`src/rtl/bcd_addsub_pkg.sv`:
```
package bcd_addsub_pkg;
  localparam int unsigned DIGIT_W      = 4;
  localparam int unsigned NUM_DIGITS   = 4;
  localparam int unsigned NARROW_DIGITS = 2;
  localparam int unsigned RADIX        = 10;
endpackage

```
`src/rtl/bcd_digit_cell.sv`:
```
module bcd_digit_cell
  import bcd_addsub_pkg::*;
#(
  parameter int unsigned DW = DIGIT_W
) (
  input  logic [DW-1:0] a_i,
  input  logic [DW-1:0] b_i,
  input  logic          c_i,
  input  logic          sub_i,
  input  logic          dec_i,
  output logic [DW-1:0] s_o,
  output logic          c_o
);
  localparam logic [DW:0] LIMIT = (DW+1)'(RADIX - 1);
  localparam logic [DW:0] ADJ   = (DW+1)'((1 << DW) - RADIX);

  logic [DW-1:0] b_eff;
  logic [DW:0]   raw;
  logic [DW:0]   fix;

  always_comb begin
    b_eff = sub_i ? ~b_i : b_i;
    raw   = {1'b0, a_i} + {1'b0, b_eff} + {{DW{1'b0}}, c_i};
    fix   = '0;
    s_o   = raw[DW-1:0];
    c_o   = raw[DW];
    if (dec_i) begin
      if (!sub_i) begin
        // digit overflowed radix: skip unused codes, carry onward
        if (raw > LIMIT) begin
          fix = raw + ADJ;
          s_o = fix[DW-1:0];
          c_o = 1'b1;
        end
      end else if (!raw[DW]) begin
        // digit borrowed: remove unused codes
        fix = raw - ADJ;
        s_o = fix[DW-1:0];
      end
    end
  end
endmodule

```
`src/rtl/bcd_digit_chain.sv`:
```
module bcd_digit_chain
  import bcd_addsub_pkg::*;
#(
  parameter int unsigned DW = DIGIT_W,
  parameter int unsigned ND = NUM_DIGITS,
  localparam int unsigned W = DW * ND
) (
  input  logic [W-1:0]  a_i,
  input  logic [W-1:0]  b_i,
  input  logic          c_i,
  input  logic          sub_i,
  input  logic          dec_i,
  output logic [W-1:0]  sum_o,
  output logic [ND-1:0] carry_o
);
  logic [ND:0] chain;
  assign chain[0] = c_i;

  for (genvar g = 0; g < ND; g++) begin : g_digit
    bcd_digit_cell #(.DW(DW)) u_cell (
      .a_i   (a_i[g*DW +: DW]),
      .b_i   (b_i[g*DW +: DW]),
      .c_i   (chain[g]),
      .sub_i (sub_i),
      .dec_i (dec_i),
      .s_o   (sum_o[g*DW +: DW]),
      .c_o   (chain[g+1])
    );
  end

  assign carry_o = chain[ND:1];
endmodule

```
`src/rtl/bcd_flag_unit.sv`:
```
module bcd_flag_unit #(
  parameter int unsigned W  = 16,
  parameter int unsigned NW = 8
) (
  input  logic [W-1:0] a_i,
  input  logic [W-1:0] b_i,
  input  logic [W-1:0] res_i,
  input  logic         sub_i,
  input  logic         dec_i,
  input  logic         byte_i,
  output logic         zero_o,
  output logic         neg_o,
  output logic         ovf_o
);
  logic a_top, b_top;

  always_comb begin
    if (byte_i) begin
      zero_o = (res_i[NW-1:0] == '0);
      neg_o  = res_i[NW-1];
      a_top  = a_i[NW-1];
      b_top  = b_i[NW-1] ^ sub_i;
    end else begin
      zero_o = (res_i == '0);
      neg_o  = res_i[W-1];
      a_top  = a_i[W-1];
      b_top  = b_i[W-1] ^ sub_i;
    end
    ovf_o = !dec_i && (a_top == b_top) && (neg_o != a_top);
  end
endmodule

```
`src/rtl/bcd_addsub.sv`:
```
module bcd_addsub
  import bcd_addsub_pkg::*;
#(
  parameter int unsigned DW  = DIGIT_W,
  parameter int unsigned ND  = NUM_DIGITS,
  parameter int unsigned NND = NARROW_DIGITS,
  localparam int unsigned W  = DW * ND,
  localparam int unsigned NW = DW * NND
) (
  input  logic         clk_i,
  input  logic         rst_ni,
  input  logic [W-1:0] a_i,
  input  logic [W-1:0] b_i,
  input  logic         carry_i,
  input  logic         dec_i,
  input  logic         byte_i,
  input  logic         sub_i,
  output logic [W-1:0] result_o,
  output logic         carry_o,
  output logic         zero_o,
  output logic         neg_o,
  output logic         ovf_o
);
  logic [W-1:0]  sum;
  logic [ND-1:0] dig_carry;
  logic [W-1:0]  res_d;
  logic          carry_d, zero_d, neg_d, ovf_d;

  bcd_digit_chain #(.DW(DW), .ND(ND)) u_chain (
    .a_i     (a_i),
    .b_i     (b_i),
    .c_i     (carry_i),
    .sub_i   (sub_i),
    .dec_i   (dec_i),
    .sum_o   (sum),
    .carry_o (dig_carry)
  );

  always_comb begin
    if (byte_i) begin
      res_d   = {a_i[W-1:NW], sum[NW-1:0]};
      carry_d = dig_carry[NND-1];
    end else begin
      res_d   = sum;
      carry_d = dig_carry[ND-1];
    end
  end

  bcd_flag_unit #(.W(W), .NW(NW)) u_flags (
    .a_i    (a_i),
    .b_i    (b_i),
    .res_i  (res_d),
    .sub_i  (sub_i),
    .dec_i  (dec_i),
    .byte_i (byte_i),
    .zero_o (zero_d),
    .neg_o  (neg_d),
    .ovf_o  (ovf_d)
  );

  always_ff @(posedge clk_i or negedge rst_ni) begin
    if (!rst_ni) begin
      result_o <= '0;
      carry_o  <= 1'b0;
      zero_o   <= 1'b0;
      neg_o    <= 1'b0;
      ovf_o    <= 1'b0;
    end else begin
      result_o <= res_d;
      carry_o  <= carry_d;
      zero_o   <= zero_d;
      neg_o    <= neg_d;
      ovf_o    <= ovf_d;
    end
  end
endmodule

```
`config.mk`:
```
export PLATFORM = sky130hd
export DESIGN_NAME = bcd_addsub
export DESIGN_NICKNAME = d
export VERILOG_FILES = /design/src/rtl/bcd_addsub_pkg.sv /design/src/rtl/bcd_digit_cell.sv /design/src/rtl/bcd_digit_chain.sv /design/src/rtl/bcd_flag_unit.sv /design/src/rtl/bcd_addsub.sv
export SDC_FILE = /design/constraint.sdc
export NUM_CORES = 1
export LEC_CHECK = 0
export CAP_MARGIN = 10
export CELL_PAD_IN_SITES_DETAIL_PLACEMENT = 0
export CELL_PAD_IN_SITES_GLOBAL_PLACEMENT = 2
export CORE_MARGIN = 1.5
export CORE_UTILIZATION = 31
export CTS_BUF_LIST = sky130_fd_sc_hd__clkbuf_2
export DETAILED_ROUTE_END_ITERATION = 12
export PLACE_DENSITY_LB_ADDON = 0.25
export SYNTH_ARGS = -nofsm -noshare
export SYNTH_HDL_FRONTEND = slang
export SYNTH_SLANG_ARGS = --single-unit
```
`constraint.sdc`:
```
create_clock -name clk_i -period 0.8 [get_ports clk_i]
set_clock_uncertainty 0.2 [all_clocks]
set_input_delay 0.12 -clock clk_i [delete_from_list [all_inputs] [get_ports clk_i]]
set_output_delay 0.12 -clock clk_i [all_outputs]
set_load 0.02 [all_outputs]
```
==> results.tsv, run 1 <==
stage	metric	value	unit
status	outcome	complete, but fails checks	
status	violations	hold timing, setup timing	
final_layout	layout_commonest_cell	buf_4	
floorplan	die_x	92.5	um
critical_path	path_class	in2reg	
synthesis	ys_ff_latch	20	
sta	fin_ws	-6.88	ns
floorplan	die_area	8550	um2
floorplan	start_util	0.321	
sta	setup_violations	40	
global_route	grt_pass1_vias	2657	
synthesis	ys_warn_count	0	
synthesis	netlist_instances	286	
cts	cts_buffer_depth	2	
sta	hold_violations	20	
detailed_routing	wl_per_cell	14.2	um
cts	cts_root_buf	clkbuf_2	
global_route	grt_pass1_wl	12.4	mm
floorplan	rows	32	
floorplan	io_pins	58	
synthesis	synth_area	2480	um2
sta	finalCriticalPeriod	7.68	ns
place	place.port_buffers	57	
synthesis	synthFlopType	dfrtp_1	
power	p_leak	2.09	nW
critical_path	cp_common_cell	fa_2	
detailed_routing	drc	0	
place	gp_congestion	0.906	
synthesis	synth_area_per_cell	8.68	um2
global_route	grt_max_degree	27	
hold_path	hold_class	in2async	
critical_path	critPathSlowestCell	or4b_4	
synthesis	ys_top_cells_by_area	dfrtp_1 20%, ha_1 12%, xor2_1 7.1%	
synthesis	synth_nets	355	
floorplan	die_y	92.5	um
final_layout	n_antenna_cell	0	
detailed_routing	drtAntennaViolNets	0	
detailed_routing	vias	2669	
place	dp_slack	-7.89	ns
synthesis	synth_top_area_share	0.202	
final_layout	final_cell_mix	95 x buf_4, 35 x buf_6, 31 x clkdlybuf4s50_1, 27 x nor2_1, 20 x dfrtp_1	
critical_path	critPathMaxStageDelay	0.51	ns
critical_path	arrival	7.74	ns
detailed_routing	dr.pass1.iters	4	
sta	maxSlewViolCount	0	
synthesis	async_flop_share	1.00	
place	placed_area	4000	um2
sta	finalSetupTns	-92.28	ns
place	dp_cells	528	
sta	period_share	9.59	
power	power	10.5	mW
sta	rsz0062_at_grt	yes	
final_layout	final_area	4490	um2
global_route	grt-ovfl-total	0	
sta	worstMarginPinSlew	0.383	ns
cts	cts_made_buffers	3	
sta	max_freq	0.130	GHz
synthesis	synth.yosys.seq_area_share	0.202	
detailed_routing	drtIter0Drc	49	
final_layout	fill_cells	675	
detailed_routing	routed_wirelength	7.82	mm
power	peakVddDrop	0.754	mV
synthesis	yosysTopAreaCell	dfrtp_1	
place	dp_hpwl	6.01	mm
critical_path	crit_path_start_kind	primary input	
floorplan	core	7730	um2
cts	cts_max_level	1	
cts	tritoncts	done	
power	power.density	2340	nW/um2
final_layout	layout.area.seq	500	um2
sta	hold_ws	-0.117	ns
cts	clkTransAtPathRegs	0.23	ns
critical_path	end_kind	flop	
final_layout	syn2layout_area_growth	81.0	%
final_layout	postLayoutCoreUtil	0.582	
final_layout	multiInputGateArea	2230	um2
job	cap_violations	0	
global_route	track_usage	0.184	
cts	clock-sinks	20	
global_route	antenna_found_initial	0	
critical_path	crit_required	0.87	ns
final_layout	drive_gt1_frac	0.475	
final_layout	final_net_count	518	
sta	slew_headroom	0.742	
final_layout	instances_no_fill	550	
detailed_routing	vias_per_cell	4.85	
synthesis	yosysUniqueCellTypes	60	
synthesis	synth-edff-count	0	
critical_path	cp_max_fo	3	
[worst max-delay path, delay by kind of cell]
kind                     cells  cell delay (ns)
AO/OA/AOI/OAI                8             1.44
buffers and inverters        5             0.30
adder cells (fa/ha/maj)     12             3.31
AND/OR/NAND/NOR             10             1.67
XOR/XNOR                     5             0.89
[path summary, 6_finish.rpt]
kind                       startpoint     endpoint  slack (ns)
max in group asynchronous      rst_ni  result_o[8]        0.34
min in group clk_i             b_i[0]  result_o[0]        0.18
worst min-delay path           rst_ni  result_o[4]       -0.12
worst max-delay path            sub_i       zero_o       -6.88
[flip-flops by register name, indices dropped and copies added (netlist names)]
register	count
result_o	16
ovf_o	1
zero_o	1
carry_o	1
neg_o	1
[repair_timing]
action                                  in CTS  in global routing
buffers inserted                            15                 12
gates cloned                                 0                  0
endpoints found under the hold margin       20                 20
pin swaps                                   52                  9
endpoints found under the setup margin      40                 40
gates resized for setup                    179                 15
[cell type report]
cell class	instances	area share
multi-input cells	230	0.495
well taps	102	0.0284
clock inverters	1	0.00668
clock buffers	3	0.00334
flip-flops and latches	20	0.111
inverters	27	0.0226
repair buffers	167	0.332
[where the power goes]
part,switching (mW),internal [mW],total (mW)
clock network,0.331,0.432,0.763
registers,0.144,1.31,1.45
logic,3.70,4.58,8.29
total,4.18,6.32,10.5
[Yosys cell counts, types with 4 or more instances]
library cell  number
a21oi_1           10
mux2i_1           13
nand3_1            8
ha_1              23
o21ai_0            7
nand2_1           21
or3_1              5
xor2_1            20
nor2_1            29
a21o_1             5
clkbuf_1           4
nand2b_1           7
xnor2_1            4
dfrtp_1           20
inv_1             25
nor3_1             5
fa_1               8
[routing by layer]
layer,GRT usage,wire length [um],up-vias
li1,-,-,1337
met1,0.236,3490,1241
met2,0.327,3860,79
met3,0.0213,315,12
met4,0.0462,148,0
met5,0,0,-
[cells by family (layout without fill, tap and decap cells)]
logic type               count (synthesis)  count (layout)  synth area share
AO/OA/AOI/OAI                           62              62             0.195
XOR/XNOR                                27              27             0.104
adder cells (fa/ha/maj)                 31              31             0.180
buffers and inverters                   36             198            0.0635
flip-flops                              20              20             0.202
multiplexers                            16              16            0.0660
AND/OR/NAND/NOR                         94              94             0.190
Note: power is estimated with default switching activity, not from simulation.
==> run 2, diff against run 1 <==
--- a/config.mk
+++ b/config.mk
@@ -8,7 +8,7 @@
 export CAP_MARGIN = 10
 export CELL_PAD_IN_SITES_DETAIL_PLACEMENT = 0
 export CELL_PAD_IN_SITES_GLOBAL_PLACEMENT = 2
-export CORE_MARGIN = 1.5
+export CORE_MARGIN = 4
 export CORE_UTILIZATION = 31
 export CTS_BUF_LIST = sky130_fd_sc_hd__clkbuf_2
 export DETAILED_ROUTE_END_ITERATION = 12
==> results.tsv, run 2 (synthesized netlist as in run 1, its figures left out) <==
stage	metric	value	unit
power	peakVddDrop	0.828	mV
floorplan	io_pins	58	
floorplan	core	7770	um2
critical_path	critPathMaxStageDelay	0.55	ns
place	dp_slack	-7.79	ns
critical_path	crit_required	0.88	ns
final_layout	final_cell_mix	89 x buf_4, 41 x buf_6, 31 x clkdlybuf4s50_1, 24 x nor2_1, 20 x dfrtp_1	
cts	clkTransAtPathRegs	0.24	ns
final_layout	postLayoutCoreUtil	0.579	
sta	setup_violations	40	
critical_path	critPathSlowestCell	fa_2	
cts	cts_max_level	1	
detailed_routing	routed_wirelength	7.99	mm
critical_path	path_class	in2reg	
final_layout	regMostFlops	result_o	
sta	hold_ws	-0.134	ns
power	seq_power_share	0.139	
place	dp_hpwl	6.28	mm
place	dp_cells	526	
final_layout	multiInputGateArea	2210	um2
critical_path	cp_common_cell	fa_2	
place	place.port_buffers	57	
detailed_routing	vias_per_cell	4.89	
global_route	grt_pass1_wl	13.5	mm
detailed_routing	wl_per_cell	14.5	um
critical_path	end_kind	flop	
critical_path	cp_max_fo	5	
global_route	track_usage	0.171	
sta	hold_violations	20	
critical_path	arrival	7.66	ns
final_layout	syn2layout_area_growth	81.3	%
final_layout	n_antenna_cell	0	
power	p_switching	4.14	mW
status	outcome	complete, but fails checks	
job	cap_violations	0	
sta	fin_ws	-6.78	ns
detailed_routing	vias	2687	
floorplan	die_y	97.5	um
power	p_clk_frac	0.074	
global_route	grt_max_degree	27	
status	violations	hold timing, setup timing	
detailed_routing	drtAntennaViolNets	0	
place	gp_congestion	0.876	
power	power	10.4	mW
sta	slew_headroom	0.738	
sta	maxSlewViolCount	0	
final_layout	instances_no_fill	550	
floorplan	die_area	9500	um2
global_route	antenna_found_initial	0	
cts	tritoncts	done	
global_route	grt_pass1_vias	2798	
power	p_comb_frac	0.786	
power	switching_share	0.397	
sta	worstMarginPinSlew	0.393	ns
floorplan	die_x	97.5	um
sta	finalSetupTns	-91.69	ns
sta	period_share	9.47	
detailed_routing	dr.pass1.iters	4	
cts	cts_root_buf	clkbuf_2	
cts	cts_made_buffers	3	
cts	clock-sinks	20	
power	power.density	2320	nW/um2
final_layout	layout.area.seq	500	um2
hold_path	hold_class	in2async	
cts	cts_buffer_depth	2	
sta	max_freq	0.132	GHz
global_route	grt-ovfl-total	0	
sta	finalCriticalPeriod	7.58	ns
detailed_routing	drc	0	
power	p_leak	2.07	nW
power	p_int	6.28	mW
detailed_routing	drtIter0Drc	62	
floorplan	rows	32	
sta	rsz0062_at_grt	yes	
final_layout	drive_gt1_frac	0.484	
final_layout	layout_commonest_cell	buf_4	
final_layout	final_net_count	518	
final_layout	fill_cells	714	
floorplan	start_util	0.320	
critical_path	crit_path_start_kind	primary input	
final_layout	largest_reg_flops	16	
[run 2: cell counts in the layout (fill, tap and decap cells not counted)]
Identical to the previous run, type by type.
[run 2: cell type report]
cell class                      instances  share of cell area
Sequential cell                        20               0.111
Tap cell                              102              0.0284
Inverter                               27              0.0225
Timing Repair Buffer                  167               0.337
Multi-Input combinational cell        230               0.491
Clock inverter                          1             0.00667
Clock buffer                            3             0.00334
[run 2: power by group through the flow]
stage               combinational, mW  clock (mW)  sequential, mW
finish                           8.19       0.772            1.45
global placement                 6.59           0            1.41
CTS                              7.90       0.799            1.46
global route                     8.86       0.845            1.49
floorplan                        3.20           0            1.80
detailed placement               6.64           0            1.41
[run 2: path summary, 6_finish.rpt]
check                      startpoint      endpoint  slack [ns]  cells after the start
setup / recovery                sub_i        zero_o       -6.78                     39
hold / removal                 rst_ni   result_o[2]       -0.13                      2
max in group asynchronous      rst_ni  result_o[12]        0.34                      2
min in group clk_i              sub_i   result_o[2]        0.15                      4
[run 2: critical path: cells and delay by family]
kind	cells	cell delay (ns)
AOI/OAI and AO/OA	6	1.22
adders and majority gates	11	3.31
buffers and inverters	6	0.47
xor gates and xnor gates	4	0.69
and+or+nand+nor	12	1.84
[run 2: repair_timing]
item                                    CTS  global route
buffers inserted                         22             9
gates resized for setup                 186            19
endpoints found under the hold margin    20            20
pin swaps                                36            13
endpoints found under the setup margin   40            40
gates cloned                              0             0
[run 2: stage by stage]
stage / hold slack (ns) / instance area [um2]
global placement: 0.284 / 3980
CTS: -0.157 / 4410
finish: -0.134 / 4500
detailed placement: 0.278 / 3980
global route: -0.166 / 4500
floorplan: -0.376 / 2700
[run 2: layer usage]
layer / global-route usage / share of wire / up-vias
met1: 0.218 / 0.44 / 1277
met2: 0.305 / 0.51 / 61
li1: - / - / 1341
met5: 0 / 0 / -
met4: 0.0351 / 0.018 / 0
met3: 0.0287 / 0.041 / 8
